--- config.mk ---
export PLATFORM = sky130hd
export DESIGN_NAME = s2p_converter
export DESIGN_NICKNAME = d
export VERILOG_FILES = /design/src/rtl/s2p_pkg.sv /design/src/rtl/s2p_sequencer.sv /design/src/rtl/s2p_shifter.sv /design/src/rtl/s2p_outstage.sv /design/src/rtl/s2p_converter.sv
export SDC_FILE = /design/constraint.sdc
export NUM_CORES = 1
export LEC_CHECK = 0
export BUFFER_PORTS_ARGS = -buffer_cell sky130_fd_sc_hd__buf_2
export CORE_AREA = 2 2 39 41
export DETAILED_ROUTE_END_ITERATION = 16
export DIE_AREA = 0 0 41 43
export HOLD_SLACK_MARGIN = 0.03
export SYNTH_ARGS = -nofsm -noshare
export SYNTH_HDL_FRONTEND = slang
export SYNTH_SLANG_ARGS = --single-unit
--- constraint.sdc ---
create_clock -name clk -period 1.7 [get_ports clk]
set_input_delay 0.17 -clock clk [delete_from_list [all_inputs] [get_ports clk]]
set_output_delay 0.17 -clock clk [all_outputs]
set_load 0.02 [all_outputs]
--- src/rtl/s2p_pkg.sv ---
package s2p_pkg;

    // Width of the assembled parallel word.
    localparam int WORD_BITS  = 4;
    // Idle + one capture state per bit + done.
    localparam int NUM_STATES = WORD_BITS + 2;

    // Bit positions of the states in the one-hot state vector.
    typedef enum int unsigned {
        ST_IDLE      = 0,
        ST_CAP_FIRST = 1,
        ST_CAP_LAST  = WORD_BITS,
        ST_DONE      = WORD_BITS + 1
    } state_idx_e;

    typedef logic [NUM_STATES-1:0] state_vec_t;
    typedef logic [WORD_BITS-1:0]  word_t;

    localparam state_vec_t IDLE_ONEHOT = state_vec_t'(1) << ST_IDLE;

endpackage

--- src/rtl/s2p_sequencer.sv ---
module s2p_sequencer
    import s2p_pkg::*;
(
    input  logic       clk,
    input  logic       rst,
    input  logic       start,
    output state_vec_t state_q,
    output logic       capture_en,
    output logic       done_st
);

    state_vec_t state_d;

    // Next-state logic: one equation per state flop.
    always_comb begin
        state_d = '0;
        if (rst) begin
            state_d[ST_IDLE] = 1'b1;
        end else begin
            // Rest in idle, or fall back to it after a word without a new strobe.
            state_d[ST_IDLE]      = (state_q[ST_IDLE] | state_q[ST_DONE]) & ~start;
            // A strobe in idle or in done enters the first capture state.
            state_d[ST_CAP_FIRST] = (state_q[ST_IDLE] | state_q[ST_DONE]) & start;
            // Capture states advance unconditionally; the last one feeds done.
            for (int k = ST_CAP_FIRST + 1; k <= ST_DONE; k++) begin
                state_d[k] = state_q[k-1];
            end
        end
    end

    // State register; the idle flop is the one set by reset.
    always_ff @(posedge clk) begin
        if (rst) begin
            state_q <= IDLE_ONEHOT;
        end else begin
            state_q <= state_d;
        end
    end

    // Moore decodes from the state flops.
    always_comb begin
        capture_en = |state_q[ST_CAP_LAST:ST_CAP_FIRST];
        done_st    = state_q[ST_DONE];
    end

endmodule

--- src/rtl/s2p_shifter.sv ---
module s2p_shifter
    import s2p_pkg::*;
(
    input  logic  clk,
    input  logic  rst,
    input  logic  shift_en,
    input  logic  bit_in,
    output word_t word_q
);

    // Shift left, so the earliest bit ends up in the MSB.
    always_ff @(posedge clk) begin
        if (rst) begin
            word_q <= '0;
        end else if (shift_en) begin
            word_q <= {word_q[WORD_BITS-2:0], bit_in};
        end
    end

endmodule

--- src/rtl/s2p_outstage.sv ---
module s2p_outstage
    import s2p_pkg::*;
(
    input  logic  done_st,
    input  word_t word_q,
    output word_t par_out,
    output logic  par_valid
);

    // Outputs depend on registered state only; the word is forced to zero when not valid.
    always_comb begin
        par_valid = done_st;
        par_out   = done_st ? word_q : '0;
    end

endmodule

--- src/rtl/s2p_converter.sv ---
module s2p_converter
    import s2p_pkg::*;
(
    input  logic                 clk,
    input  logic                 rst,
    input  logic                 frame_start,
    input  logic                 ser_in,
    output logic [WORD_BITS-1:0] par_out,
    output logic                 par_valid
);

    state_vec_t state_q;
    logic       capture_en;
    logic       done_st;
    word_t      word_q;

    s2p_sequencer u_seq (
        .clk        (clk),
        .rst        (rst),
        .start      (frame_start),
        .state_q    (state_q),
        .capture_en (capture_en),
        .done_st    (done_st)
    );

    s2p_shifter u_shift (
        .clk      (clk),
        .rst      (rst),
        .shift_en (capture_en),
        .bit_in   (ser_in),
        .word_q   (word_q)
    );

    s2p_outstage u_out (
        .done_st   (done_st),
        .word_q    (word_q),
        .par_out   (par_out),
        .par_valid (par_valid)
    );

endmodule

==> impl_metrics.tcl <==
set metrics [dict create \
    multiInputGateArea_sq_um 153.9 \
    rows 14 \
    critical_path.startpoint_type "register" \
    drt_first_iter_violations 0 \
    post_cts_buffers 0 \
    synth_enable_flop_cells 0 \
    detailedRoute.firstPassIterationCount 1 \
    port-buffer-count 8 \
    path_clk_slew_ns 0.06 \
    clock_power_share_pct 35.4 \
    synthTopCellsByCount "dfxtp_1 (10), nand2b_1 (5), and2_1 (4), mux2i_1 (4), nor2b_1 (3)" \
    critical_path_required_ns 1.84 \
    post_synth_main_area_contributors "dfxtp_1 (54%), mux2i_1 (11%), nand2b_1 (8.5%)" \
    nFillCells 155 \
    detailed_place_hpwl_um 408.3 \
    netlist-cell-type-count 12 \
    ir_worst_vdd_v 0.0003272 \
    timing_max_transition_violations_final 0 \
    cap_violations 0 \
    ys_warn_count 0 \
    dieHeight_um 43 \
    initial_utilization_pct 26.67 \
    synthMostInstantiatedCell "dfxtp_1" \
    crit_slowest_cell "or4_4" \
    share_seq_of_total_power_pct 58.1 \
    crit_buf_inv 0 \
    drtAntennaViolNets 0 \
    fmax_achieved_mhz 884.4 \
    synthFlopType "dfxtp_1" \
    maximum_level_of_the_cts_h_tree 1 \
    power_switching_mw 0.08329 \
    avgViaCountPerCell 4.172 \
    yosys_register_bits 10 \
    die_area_sq_um 1763 \
    cts_inserted_buffers 3 \
    design.final.nets 48 \
    top_level_ports 9 \
    combinational_power_share_pct 6.5 \
    min_path_type "in2reg" \
    routed_wirelength_um 533 \
    synthCells 33 \
    grt_setup_unrepaired "no" \
    drive_gt1_share_pct 30.95 \
    first_global_vias 242 \
    switching_share_pct 19.74 \
    maximum_clock_insertion_buffer_count 2 \
    worstPathArrival_ns 1.27 \
    final_core_util_pct 31.56 \
    final_min_period_over_clock_period_pct 66.51 \
    cts_tree "built" \
    synth.net_count 37 \
    number_of_antenna_violations_at_the_first_check_in_global_routing 0 \
    maxSlewHeadroom_pct 88.43 \
    run_status "finished, final reports clean" \
    vias 242 \
    first_pass_grt_wire_length_um 986 \
    gp_congestion 0.6535 \
    intPower_mw 0.3386 \
    cp_cell_sequence "or4_4 -> mux2i_1" \
    grt_max_degree 12 \
    setup_tns_ns 0 \
    path_class "reg2reg" \
    setup_viol_count_final 0 \
    area.sequential_sq_um 200.2 \
    fin_skew_ns 0.004262 \
    yosysTopAreaCellShare_pct 54.24 \
    dpl.cell_count 55 \
    die_w_um 41 \
    cts.hold.buffers_added 0 \
    synth_top_area_cell "dfxtp_1" \
    tightest_slew_ns 0.1735 \
    power_leakage_nw 0.1916 \
    power_per_cell_area_nw_per_um2 966.1 \
    drc 0 \
    syn-mean-instance-area_sq_um 11.18 \
    timing.critical_path.slowest_cell_delay_ns 0.57 \
    area_growth_from_synthesis_to_final_layout_pct 18.31 \
    clock-root-buffer "clkbuf_4" \
    synth.yosys.seq_area_share_pct 54.24 \
    timing.final.crit_period_ns 1.131 \
    total_gr_overflow 0 \
    area_of_the_core_sq_um 1384 \
    mappedNetlistArea_sq_um 369.1 \
    endpoint_kind "register" \
    ctsResizeCount 0 \
    fin_cells 58 \
    routedWlPerCell_um 9.190 \
    cts_sinks 10 \
    timing.critical_path.max_delay_family "simple AND/OR/NAND/NOR gates" \
    worst_skew_pair.late_latency_ns 0.25 \
    async_flop_share_pct 0 \
    total_count_of_hold_check_failures_in_the_final_report 0 \
    grt.total_usage_pct 9.091 \
    n_antenna_cell 0 \
    path_max_fanout 4 \
]
[worst paths after layout]
path,cells after the start,from,end,slack [ns]
max,2,u_seq.state_q[2]$_SDFF_PP0_,u_shift.word_q[3]$_SDFFE_PP0P_,0.57
min,2,frame_start,u_seq.state_q[0]$_SDFF_PP1_,0.11
max reg2reg,2,u_seq.state_q[2]$_SDFF_PP0_,u_shift.word_q[3]$_SDFFE_PP0P_,0.57
min reg2reg,2,u_shift.word_q[3]$_SDFFE_PP0P_,u_shift.word_q[3]$_SDFFE_PP0P_,0.47
[cell families after synthesis]
group	count (synthesis)	share of synthesized area, %
buffers and inverters	2	4.067
AOI/OAI and AO/OA	1	2.035
and+or+nand+nor	16	28.81
muxes	4	10.85
DFF	10	54.24
[sequential cells by signal, indices dropped and copies added (netlist names)]
signal          flops
u_shift.word_q      4
u_seq.state_q       6
[cells in the final DEF, fill, tap and decap left out, types with 3 or more instances in the layout]
cell type / n
buf_2: 8
nand2b_1: 5
nor2b_1: 3
clkbuf_4: 3
and2_1: 4
dfxtp_1: 10
mux2i_1: 4
[worst register-to-register path, cell delays in order (launching register included)]
cell	delay, ns
dfxtp_1	0.30
or4_4	0.57
mux2i_1	0.14
[routing by layer]
layer	global-route usage [%]	wire length, um	share of wire (%)
met1	10.16	243	46
met2	11.88	246	46
met3	3.141	34	6.4
met4	10.00	9	1.7
met5	0	0	0
[layout make-up]
type	instances	share of cell area, %
well taps	16	4.585
multi-input cells	21	35.24
clock buffers	3	5.158
repair buffers	8	9.169
flip-flops and latches	10	45.85
[stage by stage]
stage | total power, mW | setup WS [ns] | cell area, sq um | hold slack (ns)
after floorplan | 0.2761 | 0.5413 | 369.1 | 0.2738
after CTS | 0.4390 | 0.5499 | 436.7 | 0.09646
after detailed placement | 0.2785 | 0.5684 | 414.1 | 0.3753
final | 0.4219 | 0.5694 | 436.7 | 0.1118
after global routing | 0.4524 | 0.4999 | 436.7 | 0.1232
after global placement | 0.2775 | 0.5799 | 414.1 | 0.3676
[power groups by stage]
stage	sequential, mW	combinational (mW)	clock, mW
2_1_floorplan	0.250	0.0264	0
3_3_place_gp	0.250	0.0274	0
3_5_place_dp	0.251	0.0280	0
4_1_cts	0.245	0.0279	0.166
5_1_grt	0.246	0.0312	0.175
6_report	0.245	0.0274	0.149
Power figures use the tool's default switching activity.
